## config.mk

```make
export PLATFORM = sky130hd
export DESIGN_NAME = dram_page_ctrl
export DESIGN_NICKNAME = d
export VERILOG_FILES = /design/src/rtl/dpc_pkg.sv /design/src/rtl/dpc_row_track.sv /design/src/rtl/dpc_seq.sv /design/src/rtl/dram_page_ctrl.sv
export SDC_FILE = /design/constraint.sdc
export NUM_CORES = 1
export LEC_CHECK = 0
export ABC_CLOCK_PERIOD_IN_PS = 4450
export BUFFER_PORTS_ARGS = -buffer_cell sky130_fd_sc_hd__buf_2
export CORE_ASPECT_RATIO = 1.5
export CORE_UTILIZATION = 52
export CTS_CLUSTER_DIAMETER = 80
export DETAILED_ROUTE_END_ITERATION = 10
export PLACE_DENSITY = 0.83
export RECOVER_POWER = 100
export SLEW_MARGIN = 10
export SYNTH_ARGS = -nofsm -noshare
export SYNTH_HDL_FRONTEND = slang
export SYNTH_SLANG_ARGS = --single-unit
```

## constraint.sdc

```tcl
create_clock -name clk -period 4.45 [get_ports clk]
set_input_delay 0.89 -clock clk [delete_from_list [all_inputs] [get_ports clk]]
set_output_delay 0.89 -clock clk [all_outputs]
set_load 0.02 [all_outputs]
```

## src/rtl/dpc_pkg.sv

```systemverilog
// Shared types for the DRAM page-mode access sequencer.
// Assumes: nothing beyond IEEE 1800-2017.
package dpc_pkg;
    typedef enum logic [1:0] {
        ST_IDLE = 2'd0,   // waiting for a request
        ST_PRE  = 2'd1,   // row strobe released for precharge
        ST_ROW  = 2'd2,   // row address strobed
        ST_COL  = 2'd3    // column address strobed
    } dpc_state_e;
endpackage

```

## src/rtl/dpc_row_track.sv

```systemverilog
// Open-row tracker: remembers the row last strobed and whether it is still open.
// Assumes: load and clear are never asserted together by the sequencer.
module dpc_row_track #(
    parameter int ROW_W = 8
) (
    input  logic             clk,
    input  logic             rst_n,
    input  logic             load,      // a new row is being strobed
    input  logic [ROW_W-1:0] load_row,
    input  logic             clear,     // row strobe is being released
    input  logic [ROW_W-1:0] cmp_row,   // row of the incoming request
    output logic             hit,
    output logic             valid
);
    logic [ROW_W-1:0] row_q;
    logic             valid_q;

    // Hold the stored row and its valid flag.
    always_ff @(posedge clk) begin
        if (!rst_n) begin
            row_q   <= '0;
            valid_q <= 1'b0;
        end else if (clear) begin
            valid_q <= 1'b0;
        end else if (load) begin
            row_q   <= load_row;
            valid_q <= 1'b1;
        end
    end

    // Compare the incoming row against the stored one.
    always_comb begin
        hit   = valid_q && (row_q == cmp_row);
        valid = valid_q;
    end

    // a release leaves no stale row behind.
    p_clear_drops_row_r1: assert property (@(posedge clk) disable iff (!rst_n)
        clear |=> !valid_q);
endmodule

```

## src/rtl/dpc_seq.sv

```systemverilog
// Access sequencer: chooses full, page or precharge-then-full sequences,
// times the column phase and owns the row strobe state.
// Assumes: req_valid is only meaningful in ST_IDLE; configuration is static
// during an access.
module dpc_seq
    import dpc_pkg::*;
(
    input  logic       clk,
    input  logic       rst_n,
    input  logic       req_valid,
    input  logic       req_write,
    input  logic       req_dram,
    input  logic       row_hit,
    input  logic       cfg_burst_en,
    input  logic       cfg_rd_long,
    input  logic       cfg_wr_long,
    input  logic       cfg_ras_down,
    output dpc_state_e state,
    output logic       ras_open,
    output logic       accept,     // request latched this cycle
    output logic       col_last,   // final column clock
    output logic       row_drop,   // row strobe being released
    output logic       ack
);
    dpc_state_e state_q, state_d;
    logic       ras_q, ras_d;
    logic       ack_q, ack_d;
    logic       long_q, long_d;
    logic       cnt_q, cnt_d;

    // Next-state, row strobe and pitch decisions.
    always_comb begin
        state_d  = state_q;
        ras_d    = ras_q;
        ack_d    = 1'b0;
        long_d   = long_q;
        cnt_d    = cnt_q;
        accept   = 1'b0;
        col_last = (state_q == ST_COL) && (!long_q || cnt_q);
        case (state_q)
            ST_IDLE: begin
                if (req_valid) begin
                    accept = 1'b1;
                    long_d = req_write ? cfg_wr_long : cfg_rd_long;
                    cnt_d  = 1'b0;
                    if (!req_dram) begin
                        ack_d = 1'b1;
                        if (!cfg_ras_down) ras_d = 1'b0;
                    end else if (cfg_burst_en && ras_q && row_hit) begin
                        state_d = ST_COL;
                    end else if (ras_q) begin
                        ras_d   = 1'b0;
                        state_d = ST_PRE;
                    end else begin
                        ras_d   = 1'b1;
                        state_d = ST_ROW;
                    end
                end
            end
            ST_PRE: begin
                ras_d   = 1'b1;
                state_d = ST_ROW;
            end
            ST_ROW: state_d = ST_COL;
            ST_COL: begin
                if (col_last) begin
                    ack_d   = 1'b1;
                    state_d = ST_IDLE;
                    if (!cfg_burst_en) ras_d = 1'b0;
                end else begin
                    cnt_d = 1'b1;
                end
            end
            default: state_d = ST_IDLE;
        endcase
        row_drop = ras_q && !ras_d;
    end

    // Register state, row strobe, pitch and acknowledge.
    always_ff @(posedge clk) begin
        if (!rst_n) begin
            state_q <= ST_IDLE;
            ras_q   <= 1'b0;
            ack_q   <= 1'b0;
            long_q  <= 1'b0;
            cnt_q   <= 1'b0;
        end else begin
            state_q <= state_d;
            ras_q   <= ras_d;
            ack_q   <= ack_d;
            long_q  <= long_d;
            cnt_q   <= cnt_d;
        end
    end

    // Drive outputs from the registers.
    always_comb begin
        state    = state_q;
        ras_open = ras_q;
        ack      = ack_q;
    end

    // with reuse off, a DRAM request never skips the row phase.
    p_full_when_off_r3: assert property (@(posedge clk) disable iff (!rst_n)
        (state_q == ST_IDLE && req_valid && req_dram && !cfg_burst_en)
        |=> (state_q != ST_COL));
    // precharge lasts one clock and is followed by the row phase.
    p_precharge_one_clk_r5: assert property (@(posedge clk) disable iff (!rst_n)
        (state_q == ST_PRE) |=> (state_q == ST_ROW && ras_q));
    // acknowledge is a single-clock pulse.
    p_ack_pulse_r8: assert property (@(posedge clk) disable iff (!rst_n)
        ack_q |=> !ack_q);
    // hold mode keeps the row open over a request outside DRAM space.
    p_hold_row_r10: assert property (@(posedge clk) disable iff (!rst_n)
        (state_q == ST_IDLE && req_valid && !req_dram && cfg_ras_down && ras_q)
        |=> ras_q);
    // release mode closes the row on a request outside DRAM space.
    p_release_row_r11: assert property (@(posedge clk) disable iff (!rst_n)
        (state_q == ST_IDLE && req_valid && !req_dram && !cfg_ras_down)
        |=> !ras_q);
endmodule

```

## src/rtl/dram_page_ctrl.sv

```systemverilog
// DRAM fast-page access sequencer top: latches the request, multiplexes
// row/column onto the shared address pins and captures read data.
// Assumes: one request in flight; caller waits for ack before the next one.
module dram_page_ctrl
    import dpc_pkg::*;
#(
    parameter int ROW_W  = 8,
    parameter int COL_W  = 8,
    parameter int DATA_W = 16,
    localparam int ADDR_W = ROW_W + COL_W,
    localparam int MUX_W  = (ROW_W > COL_W) ? ROW_W : COL_W
) (
    input  logic              clk,
    input  logic              rst_n,
    input  logic              req_valid,
    input  logic [ADDR_W-1:0] req_addr,
    input  logic              req_write,
    input  logic [DATA_W-1:0] req_wdata,
    input  logic              req_dram,
    input  logic              cfg_burst_en,
    input  logic              cfg_rd_long,
    input  logic              cfg_wr_long,
    input  logic              cfg_ras_down,
    output logic [MUX_W-1:0]  dram_addr,
    output logic              dram_ras_n,
    output logic              dram_cas_n,
    output logic              dram_we_n,
    output logic [DATA_W-1:0] dram_dq_out,
    output logic              dram_dq_oe,
    input  logic [DATA_W-1:0] dram_dq_in,
    output logic [DATA_W-1:0] rd_data,
    output logic              ack
);
    dpc_state_e        state;
    logic              ras_open, accept, col_last, row_drop;
    logic              row_hit, row_valid;
    logic [ROW_W-1:0]  row_q;
    logic [COL_W-1:0]  col_q;
    logic              wr_q;
    logic [DATA_W-1:0] wdata_q, rd_q;

    dpc_row_track #(.ROW_W(ROW_W)) u_track (
        .clk      (clk),
        .rst_n    (rst_n),
        .load     (state == ST_ROW),
        .load_row (row_q),
        .clear    (row_drop),
        .cmp_row  (req_addr[ADDR_W-1:COL_W]),
        .hit      (row_hit),
        .valid    (row_valid)
    );

    dpc_seq u_seq (
        .clk          (clk),
        .rst_n        (rst_n),
        .req_valid    (req_valid),
        .req_write    (req_write),
        .req_dram     (req_dram),
        .row_hit      (row_hit),
        .cfg_burst_en (cfg_burst_en),
        .cfg_rd_long  (cfg_rd_long),
        .cfg_wr_long  (cfg_wr_long),
        .cfg_ras_down (cfg_ras_down),
        .state        (state),
        .ras_open     (ras_open),
        .accept       (accept),
        .col_last     (col_last),
        .row_drop     (row_drop),
        .ack          (ack)
    );

    // Latch the request fields when it is accepted.
    always_ff @(posedge clk) begin
        if (!rst_n) begin
            row_q   <= '0;
            col_q   <= '0;
            wr_q    <= 1'b0;
            wdata_q <= '0;
        end else if (accept) begin
            row_q   <= req_addr[ADDR_W-1:COL_W];
            col_q   <= req_addr[COL_W-1:0];
            wr_q    <= req_write;
            wdata_q <= req_wdata;
        end
    end

    // Capture read data on the final column clock.
    always_ff @(posedge clk) begin
        if (!rst_n)                   rd_q <= '0;
        else if (col_last && !wr_q)   rd_q <= dram_dq_in;
    end

    // Drive the DRAM pins from the sequencer state.
    always_comb begin
        dram_addr   = (state == ST_COL) ? MUX_W'(col_q) : MUX_W'(row_q);
        dram_ras_n  = !ras_open;
        dram_cas_n  = (state != ST_COL);
        dram_we_n   = !((state == ST_COL) && wr_q);
        dram_dq_oe  = (state == ST_COL) && wr_q;
        dram_dq_out = wdata_q;
        rd_data     = rd_q;
    end

    // column strobe only under an open row.
    p_cas_under_ras_r12: assert property (@(posedge clk) disable iff (!rst_n)
        !dram_cas_n |-> !dram_ras_n);
    // a stored row is only kept while the row strobe is low.
    p_valid_open_r4: assert property (@(posedge clk) disable iff (!rst_n)
        row_valid |-> ras_open);
    // data is driven only together with the write strobe.
    p_oe_with_we_r7: assert property (@(posedge clk) disable iff (!rst_n)
        dram_dq_oe |-> !dram_we_n && !dram_cas_n);
endmodule

```

== Word-level counts from Yosys, hierarchy flattened ==
Index checks and enable logic that the tools add are counted.
Word-level totals
  output and inout bits: 45
  word-level logic and storage cells: 68
  flip-flop bits (word level): 64
  input port bits: 57
Operators by class
  mux-type cells: 25
  reduce and logical (&&, ||, !) cells: 20
  eq/ne operators: 9
  bitwise gates (word level): 2
Operators by type and width (number)
  1-bit 2-to-1 mux: 15
  2-bit 2-to-1 mux: 5
  2-bit != test (second input constant): 5
  8-bit equality test: 1
  8-bit 2-to-1 mux: 1
  2-bit case mux with 4 select lines: 1
  1-bit logical AND: 7
  3-bit AND reduction: 2
  1-bit zero test: 5
  2-bit equality test (second input constant): 2
  1-bit case mux with 2 select lines: 2
  2-bit AND reduction: 2
  1-bit case mux with 3 select lines: 1
  2-bit by 1-bit equality test with 1-bit output (second input constant): 1
  2-bit zero test: 1
  1-bit NOT: 2
  2-bit nonzero test: 1
  2-bit OR reduction: 1
  1-bit logical OR: 1

== Depth between registers and ports, before layout ==
Gate-level depths: netlist of run 1.
  depth after elaboration: 11
  gate-level depth with buffers: 8
  gate-level depth less buffers: 8

== Cells and area by module ==
A second synthesis of run 1 with hierarchy kept.
Unflattened totals
  cell total of the unflattened synthesis: 282
  area total of the unflattened synthesis: 2896.5 um^2
By module, submodules not included
  dram_page_ctrl: cells an instance 190, area each 2030.7 um^2, times used 1, sequential area each 980.9 um^2
  dpc_row_track: cells an instance 41, area each 436.7 um^2, times used 1, sequential area each 180.2 um^2
  dpc_seq: cells an instance 51, area each 429.2 um^2, times used 1, sequential area each 120.1 um^2

== Worst setup path after synthesis of run 1 ==
OpenSTA, ideal clock, no wires.
  path type: input to register
  from: input req_addr[12]
  to: register u_track.valid_q (netlist: u_track.valid)
  setup time: 0.132 ns
  arrival: 2.133 ns
  stages: 8
  data required time: 4.318 ns
  buffers on the path: 0
  setup slack: 2.184 ns
  path through: xnor2_1 > nand4_1 > nor3_1 > nand4_1 > ha_1 > nor3b_1 > a311oi_1 > a31oi_1
Between the ends
  word-level cells in the longest chain between the ends: 10
RTL lines
  start: declaration: RTL line dram_page_ctrl.sv:16  | input logic [ADDR_W-1:0] req_addr,
  8-bit equality test: RTL line dpc_row_track.sv:33  | hit = valid_q && (row_q == cmp_row);
  1-bit logical AND: RTL line dpc_row_track.sv:33
  1-bit logical AND: RTL line dpc_seq.sv:49  | end else if (cfg_burst_en && ras_q && row_hit) begin
  1-bit 2-to-1 mux: RTL line dpc_seq.sv:49
  1-bit 2-to-1 mux: RTL line dpc_seq.sv:46  | if (!req_dram) begin
  1-bit 2-to-1 mux: RTL line dpc_seq.sv:42  | if (req_valid) begin
  1-bit case mux with 3 select lines: RTL line dpc_seq.sv:40  | case (state_q)
  1-bit zero test: RTL line dpc_seq.sv:76  | row_drop = ras_q && !ras_d;
  1-bit logical AND: RTL line dpc_seq.sv:76
  2-bit OR reduction (no source line)
  end signal: assignment: RTL line dpc_row_track.sv:22  | valid_q <= 1'b0;
  end signal: assignment: RTL line dpc_row_track.sv:24  | valid_q <= 1'b0;
  end signal: assignment: RTL line dpc_row_track.sv:27  | valid_q <= 1'b1;
  end: declaration: RTL line dpc_row_track.sv:16  | logic valid_q;
Every way passes these cells.
A chain may end at the register's enable or synchronous reset.

== Worst setup path in the final report of run 1 ==
  from: register u_seq.state_q[0] (netlist: u_seq.state[0])
  to: output dram_addr[0]
Between the ends
  word-level cells in the longest chain between the ends: 2
RTL lines
  start: declaration: RTL line dpc_seq.sv:25  | dpc_state_e state_q, state_d;
  start signal: assignment: RTL line dpc_seq.sv:88  | state_q <= state_d;
  2-bit equality test: RTL line dram_page_ctrl.sv:95  | dram_addr = (state == ST_COL) ? MUX_W'(col_q) : MUX_W'(row_q);
  8-bit 2-to-1 mux: RTL line dram_page_ctrl.sv:95
  end: declaration: RTL line dram_page_ctrl.sv:24  | output logic [MUX_W-1:0] dram_addr,
Every way passes these cells.

==> results of run 1 <==
cell families after synthesis:
kind of cell / count (synthesis) / synth area share [%]
multiplexers: 19 / 7.72
adder cells (fa/ha/maj): 6 / 2.89
flip-flops: 64 / 49.4
buffers and inverters: 26 / 4.53
XOR/XNOR: 8 / 2.70
AND/OR/NAND/NOR: 128 / 20.0
AO/OA/AOI/OAI: 62 / 12.7
per-stage QoR:
| stage | hold slack [ns] | setup WS [ns] | cell area, µm² |
|---|---|---|---|
| after CTS | 0.453 | 1.69 | 3360 |
| after global placement | 0.439 | 1.90 | 3110 |
| final | 0.455 | 1.68 | 3300 |
| after floorplan | 0.433 | 2.18 | 2590 |
| after detailed placement | 0.443 | 1.85 | 3110 |
| after global routing | 0.469 | 1.46 | 3300 |
Yosys cell counts:
library cell and number:
nand2b_1 1, o32ai_1 1, nor2b_2 1, a211oi_1 1, o21a_1 1, and2_1 1, xor2_1 1, or3_1 1
ha_1 6, nand4_1 2, o22a_1 1, a31oi_1 1, buf_2 10, a22oi_1 1, nand3_1 1, xnor2_1 7
clkbuf_1 8, nor2_1 14, a311oi_1 1, mux2_2 8, inv_2 2, nor3_1 3, o21ai_0 2, dfxtp_1 64
a21oi_1 53, nand2_1 102, nor3_4 1, buf_6 1, mux2i_1 11, nor3b_1 1, inv_1 5
state kept, by name (all words and copies together) (netlist names):
register	cells
u_seq.cnt_q	1
u_track.row_q	8
u_seq.ack	1
u_seq.ras_open	1
u_seq.state	2
wr_q	1
col_q	8
u_seq.long_q	1
row_q	8
rd_data	16
u_track.valid	1
dram_dq_out	16
cell type report:
| class | count | area (µm²) | area share [%] |
|---|---|---|---|
| clock inverter | 6 | 115 | 3.49 |
| sequential | 64 | 1280 | 38.8 |
| inverter | 7 | 26.3 | 0.797 |
| tap | 66 | 82.6 | 2.50 |
| clock buffer | 10 | 138 | 4.17 |
| timing repair buffer | 103 | 460 | 14.0 |
| multi-input combinational | 223 | 1190 | 36.2 |
layer usage:
layer  up-vias  track usage, %  routed length [µm]
li1       1216               -                   -
met1      1068            25.8                2450
met2        70            38.8                3040
met3         9            6.14                 280
met4         0            10.8                 112
met5         -               0                   0
final timing paths:
path,slack (ns),depth (start not counted),from,endpoint
setup / recovery,1.68,3,u_seq.state[0],dram_addr[0]
hold / removal,0.45,2,col_q[7],col_q[7]
setup reg to reg,1.71,7,u_seq.state[0],u_seq.ras_open
hold reg to reg,0.45,2,col_q[7],col_q[7]
critical path, delay by kind of cell, from the launching register on:
| family | cells | cell delay (ns) |
|---|---|---|
| fa+ha+maj | 1 | 0.58 |
| buf+inv | 1 | 0.18 |
| flops | 1 | 0.38 |
| mux | 1 | 0.41 |
power by group through the flow:
stage               Sequential (mW)  Combinational (mW)  Clock, mW
floorplan                     0.764               0.360          0
global placement              0.725               0.535          0
detailed placement            0.731               0.547          0
CTS                           0.718               0.550      0.632
global route                  0.732               0.587      0.659
finish                        0.719               0.529      0.623
==> impl_results.md, run 1 <==
* Status: finished, violations left
* Violations in the final reports: capacitance limit, slew limit
* Final Util at between 60% and 70%
* Most frequent cells in the layout: nand2_1, dfxtp_1, buf_2
* FMAX at 361 MHz
* Area contributors post-synth: dfxtp_1, nand2_1, a21oi_1, mux2i_1, mux2_2
* Req. time, crit path at 3.56 ns
* CP Max Fanout at 13
* Worst EP arrival at 1.88 ns
* Commonest non-fill, non-tap cell in the layout: nand2_1
* Top cell type's share of synthesized area at between 40% and 50%
* Wire length per cell at ~12 µm
* GPL Wtd Cong at 0.782
* Crit-path cells: ha_1 > mux2_2 > clkbuf_1
* Num CTS Buffers at 9
* Pins Over Slew Limit at 64
* Inst Count DP at 463
* Pwr Density at 567 nW/µm²
* Leading area contributor after synthesis: dfxtp_1
* Initial antenna violation count at 0
* Worst-case clock buffer depth at 2
* Fin nets at 471
* Int Pwr at approximately 1.2 mW
* Critical Path Slowest Stage Cell: ha_1
* Skew-Pair Late Insertion Delay at 0.33 ns
* ANT cells at 0
* Seq pwr share at approximately two fifths
* Core Region at 4810 µm²
* Startpoint Class: flop
* Switch Pwr at around 0.63 mW
* Total power at 1.87 mW
* Syn Area/Cell at 8.29 µm²
* Die Area at 5280 µm²
* Non-Filler Instances at between 400 and 500
* DR iter-0 viols at 128
* HPWL Detailed at 4.04 mm
* Largest net degree at the start of global routing at 64
* Leakage power at 1.32 nW
* Final Hold Fails at 0
* Worst VDD drop at around 430 µV
* Cell Rows at 31
* Post-synthesis instance total at 313
* Combinational share of power at 28.3%
* Crit end category: output port
* Final wirelength at 5.88 mm
* H-tree depth reported by CTS at 3
* CTS Root Cell: clkbuf_8
* Synth Cell Area at 2590 µm²
* Global route total overflow at 0
* Clock transition at path regs at approximately 0.07 ns
* #FFs+latches synth at 64
* Post-synthesis sequential area ratio at 49.4%
* Worst slew margin at -27.2%
* Fin crit share at roughly 62%
* Die width at 59.7 µm
* First-pass GRT wire length at 9.02 mm
* Port bufs at approximately 100
* Warnings from Yosys at 0
* Hold-fix buffers at CTS at 0
* Total GRT Usage at 22.7%
* Tightest Hold Check Type: reg -> reg
* Final setup violation count at 0
* Clock share of power at 33.3%
* CTS tree: done
* Clk_skew at approximately 0.0089 ns
* Initial Util at 53.9%
* Post-CTS Setup Inserts at 0
* Worst slew pin tran at 1.91 ns
* Final min period at 2.77 ns
* Post-synthesis net count at ~380
* Post-DRT Antenna Nets at 0
* Layout cells sized above 1 at 20.1%
* Post-cts resize count at 0
* Maximum Capacitance Violations at 1
* P&R area growth vs syn at 27.2%
* DR pass1 iterations at 6
* Largest stage delay on the critical path at 0.58 ns
* DR vias/cell at 4.93
* CP Class: reg -> out
* Cell variety after synth at 31
* Top Ports at 102
* Fillers at roughly 460
* DRC viols at 0
* Switch share at 33.7%
* Unrepaired setup endpoints after global routing: false
* Vias in the first global route at 2048
* Vias at roughly 2400
* Die height at 88.5 µm
* TNS Setup at 0 ns
* Clock Sinks at 64
No activity file was read; power rests on OpenSTA's default activity.
==> run 2: changes to the inputs <==
Settings changed: ABC_AREA set to 1, ABC_CLOCK_PERIOD_IN_PS 4450 to 2400, CORE_UTILIZATION 52 to 44, PLACE_DENSITY 0.83 to 0.74.
Clock period 4.45 ns to 2.4 ns, I/O delays scaled along.
==> impl_results.md, run 2 <==
* Critical Path Slowest Stage Cell: dfxtp_1
* Port bufs at just over 100
* Leading area contributor after synthesis: dfxtp_1
* Post-CTS Setup Inserts at 0
* Syn Area/Cell at 7.39 µm²
* Startpoint Class: flop
* Unrepaired setup endpoints after global routing: false
* Vias at 2657
* DRC viols at 0
* Non-Filler Instances at 539
* Most frequent cells in the layout: nor2_1, dfxtp_1, o21ai_0
* Cell variety after synth at 25
* Dpl cell area at 3230 µm²
* Final Hold Fails at 0
* Post-synthesis net count at 430
* R2r setup slk at around 0.43 ns
* Crit end category: output port
* CTS tree: done
* Global route total overflow at 0
* Cell mode on critical path: nand2_1
* Worst slew margin at 58.8%
* CTS Root Cell: clkbuf_8
* PnR worst setup slack at 0.298 ns
* GPL Wtd Cong at about 0.82
* Hold-fix buffers at CTS at 0
* Area contributors post-synth: dfxtp_1, o21ai_0, nor2_1, nand2_1, inv_1
* CP Class: reg -> out
* HPWL Detailed at 4.51 mm
* Fillers at 572
* Clock transition at path regs at 0.07 ns
* CP Max Fanout at 16
* Worst slew pin tran at between 0.6 and 0.7 ns
* H-tree depth reported by CTS at 3
* Num CTS Buffers at 9
* Vias in the first global route at 2368
* Worst-case clock buffer depth at 2
* DR iter-0 viols at 106
* Worst EP arrival at 1.62 ns
* Maximum Capacitance Violations at 0
* Cell Rows at 34
* RR Endpoint: dram_dq_out[3]
* Crit-path cells: ha_1 > clkbuf_2 > nand2_1 > nand2_1 > clkbuf_1
* Inst Count DP at 524
* Fin crit share at 87.6%
* Worst r2r path cells at 7
* Top cell type's share of synthesized area at 47.3%
* DR pass1 iterations at 5
* Die width at 66.1 µm
* Initial Util at 46.2%
* Req. time, crit path at around 1.9 ns
* Skew-Pair Late Insertion Delay at 0.33 ns
* Die Area at between 6000 and 7000 µm²
* Final min period at around 2.1 ns
* Status: finished clean
* Tightest Hold Check Type: in -> reg
* FMAX at 476 MHz
* Pins Over Slew Limit at 0
* Worst setup startpoint: u_seq.state[0]
* Clock Sinks at 64
* Clk_skew at between 0.005 and 0.006 ns
* First-pass GRT wire length at roughly 10 mm
* Die height at 98.1 µm
* Count leader, synth: nor2_1
* Crit Reg-Reg Startpoint: u_seq.state[0]
* Post-synth ARST share at 0%
* Post-cts resize count at 0
* P&R area growth vs syn at 24.8%
* Layout cells sized above 1 at 18.4%
* Top_reg_cell synth: dfxtp_1
* TNS Setup at 0 ns
* Synth Cell Area at 2710 µm²
* Post-synth top cells: nor2_1, dfxtp_1, o21ai_0
* Worst Setup EP: dram_addr[1]
* Initial antenna violation count at 0
* Fin nets at 526
* Post-synthesis sequential area ratio at around 47%
* Largest net degree at the start of global routing at 45
* #FFs+latches synth at 64
* Post-synthesis instance total at 367
* Total GRT Usage at 20.4%
* Warnings from Yosys at 0
* Commonest non-fill, non-tap cell in the layout: nor2_1
* Fin area at 3380 µm²
* Pwr Density at 1150 nW/µm²
* Post-DRT Antenna Nets at 0
* Leakage power at 1.52 nW
* EDFF count, synth at 0
* Placement Setup Slack at 0.453 ns
* Worst VDD drop at 576 µV
* Top Ports at 102
* Final wirelength at roughly 6.4 mm
* DR vias/cell at 4.93
* Wire length per cell at approximately 12 µm
* Core Region at 5870 µm²
* ANT cells at 0
* Final setup violation count at 0
* Largest stage delay on the critical path at 0.37 ns
## run 2: cell count changes in the layout (fill, tap and decap cells not counted), sizes merged, moves of 8 or more
cell	before	now
nor2	14	82
o21ai	2	62
nand2	102	49
inv	8	38
a21oi	53	24
mux2i	11	0
mux2	8	0
## run 2: worst min-delay path by stage
stage	end	depth (start not counted)	from
finish	dram_dq_out[2]	3	req_wdata[2]
detailed placement	rd_data[4]	2	rd_data[4]
global placement	rd_data[13]	2	rd_data[13]
global route	dram_dq_out[11]	3	req_wdata[11]
CTS	dram_dq_out[11]	3	req_wdata[11]
floorplan	u_track.row_q[6]	2	u_track.row_q[6]
## run 2: worst max-delay path, delay by kind of cell (launching register included)
kind                     cells  cell delay, ns
buffers and inverters        2            0.55
adder cells (fa/ha/maj)      1            0.18
AND/OR/NAND/NOR              2            0.20
flip-flops                   1            0.37
## run 2: layout make-up
cell class | instances | area [µm²] | share of cell area, %
clock buffers | 12 | 155 | 4.59
multi-input cells | 244 | 1160 | 34.3
flip-flops and latches | 64 | 1280 | 37.9
repair buffers | 105 | 484 | 14.3
inverters | 39 | 146 | 4.33
clock inverters | 3 | 65.1 | 1.92
well taps | 72 | 90.1 | 2.66
## run 2: logic make-up after synthesis
| group | synth area share, % |
|---|---|
| xor gates and xnor gates | 1.29 |
| adders and majority gates | 2.77 |
| DFF | 47.3 |
| AOI/OAI and AO/OA | 17.2 |
| and+or+nand+nor | 21.6 |
| buffers and inverters | 9.83 |
## run 2: where the power goes
group,leakage (nW),switching [mW],internal (mW),total (mW)
sequential,0.526,0.182,1.35,1.53
combinational,0.886,0.919,0.432,1.35
clock,0.112,0.382,0.634,1.02
total,1.52,1.48,2.42,3.90
## run 2: layer usage
metal / vias to the layer above / track usage [%] / share of wire, %
li1: 1354 / - / -
met1: 1200 / 22.2 / 41
met2: 91 / 36.1 / 51
met3: 12 / 5.14 / 5.9
met4: 0 / 9.33 / 1.9
met5: - / 0 / 0
## run 2: metrics by stage
step,hold WS [ns],total power [mW],utilization (%)
final,0.394,3.90,57.6
after global routing,0.397,4.19,57.6
after CTS,0.380,3.99,58.8
after detailed placement,0.434,2.97,55.0
after global placement,0.428,2.92,55.0
after floorplan,0.444,2.59,-
==> run 3: changes to the inputs <==
Settings changed: PLACE_DENSITY 0.74 to not set, PLACE_DENSITY_LB_ADDON set to 0.12.
==> impl_results.md, run 3 (synthesized netlist as in run 2, its figures left out) <==
* DR vias/cell at 4.80
* Worst EP arrival at around 1.5 ns
* Worst-case clock buffer depth at 2
* Clock Sinks at 64
* Crit Reg-Reg Startpoint: u_seq.state[0]
* Worst VDD drop at 758 µV
* Unrepaired setup endpoints after global routing: false
* Die Area at 6490 µm²
* Initial Util at between 40% and 50%
* Core Region at ~5900 µm²
* Final wirelength at 6.45 mm
* DR pass1 iterations at 4
* Final min period at about 2.0 ns
* CTS Root Cell: clkbuf_8
* End of the worst hold path: dram_dq_out[10]
* First-pass GRT wire length at approximately 10 mm
* Skew-Pair Late Insertion Delay at 0.34 ns
* DRC viols at 0
* Req. time, crit path at 1.92 ns
* Total GRT Usage at 21.0%
* Initial antenna violation count at 0
* Crit end category: output port
* GPL Wtd Cong at 0.814
* Commonest non-fill, non-tap cell in the layout: nor2_1
* ANT cells at 0
* Pwr Density at 1160 nW/µm²
* R2r setup slk at 0.46 ns
* Cell Rows at 34
* Hold depth at 3
* Worst slew pin tran at 0.743 ns
* Maximum Capacitance Violations at 0
* Worst r2r path cells at 7
* Worst slew margin at 50.4%
* Tightest Hold Check Type: in -> reg
* Hold path startpoint: req_wdata[10]
* Fin nets at 527
* RR Endpoint: dram_dq_out[8]
* Clock transition at path regs at 0.07 ns
* Global route total overflow at 0
* Final setup violation count at 0
* Startpoint Class: flop
* Most frequent cells in the layout: nor2_1, dfxtp_1, o21ai_0
* Vias in the first global route at 2377
* H-tree depth reported by CTS at 3
* FMAX at about 500 MHz
* CP Max Fanout at 16
* Leakage power at between 1.5 and 2 nW
* Status: finished clean
* P&R area growth vs syn at 25.2%
* TNS Setup at 0 ns
* Post-CTS Setup Inserts at 0
* Final Hold Fails at 0
* Fin crit share at 82.6%
* Wire length per cell at 11.9 µm
* Pins Over Slew Limit at 0
* Die width at between 60 and 70 µm
* Hold-fix buffers at CTS at 0
* CP Class: reg -> out
* HPWL Detailed at 4.60 mm
* Total power at 3.93 mW
* Largest net degree at the start of global routing at 38
* Vias at 2598
* Layout cells sized above 1 at 18.3%
* Port bufs at 101
* Post-DRT Antenna Nets at 0
* Clk_skew at around 0.0092 ns
* Top Ports at just over 100
* DR iter-0 viols at between 150 and 200
* Post-cts resize count at 0
* Die height at 98.1 µm
* CTS tree: done
* Num CTS Buffers at 9
run 3: metal layers:
metal | share of wire (%) | routed length [µm] | vias up | track usage (%)
met4 | 3.8 | 248 | 0 | 13.4
met1 | 42 | 2680 | 1132 | 22.9
met2 | 49 | 3170 | 93 | 35.2
met5 | 0 | 0 | - | 0
met3 | 5.4 | 351 | 19 | 5.37
li1 | - | - | 1354 | -
run 3: worst max path at each step:
stage	from	end	slack [ns]	cells after the start
after floorplan	u_seq.state[0]	dram_dq_oe	0.75	5
after global placement	req_addr[13]	u_track.valid	0.51	13
after detailed placement	req_addr[13]	u_track.valid	0.47	13
after CTS	u_seq.state[0]	dram_addr[7]	0.41	5
after global routing	u_seq.state[0]	dram_dq_out[8]	0.26	7
final	u_seq.state[0]	dram_addr[2]	0.42	5
run 3: through the flow:
stage                     setup slack [ns]  area [µm²]  cells  util [%]  hold slack [ns]
after floorplan                      0.748        2710    367         -            0.444
after global routing                 0.259        3400    541      57.8            0.395
final                                0.418        3400    541      57.8            0.388
after CTS                            0.409        3470    541      59.1            0.376
after detailed placement             0.473        3240    525      55.1            0.435
after global placement               0.509        3240    525      55.1            0.429
run 3: layout make-up:
type | count | area, µm²
tap | 72 | 90.1
multi-input combinational | 244 | 1150
fill | 607 | 2470
clock inverter | 5 | 78.8
timing repair buffer | 106 | 494
sequential | 64 | 1280
inverter | 39 | 146
clock buffer | 11 | 151
run 3: critical path, cell delays in order, from the launching register on:
cell and delay [ns]:
dfxtp_1 0.36, ha_1 0.19, buf_4 0.21, nand2_1 0.08
nand2_1 0.08, clkbuf_1 0.24
run 3: power by group:
part / internal [mW] / switching, mW / total, mW
clock network: 0.640 / 0.412 / 1.05
logic: 0.438 / 0.918 / 1.36
registers: 1.35 / 0.175 / 1.53
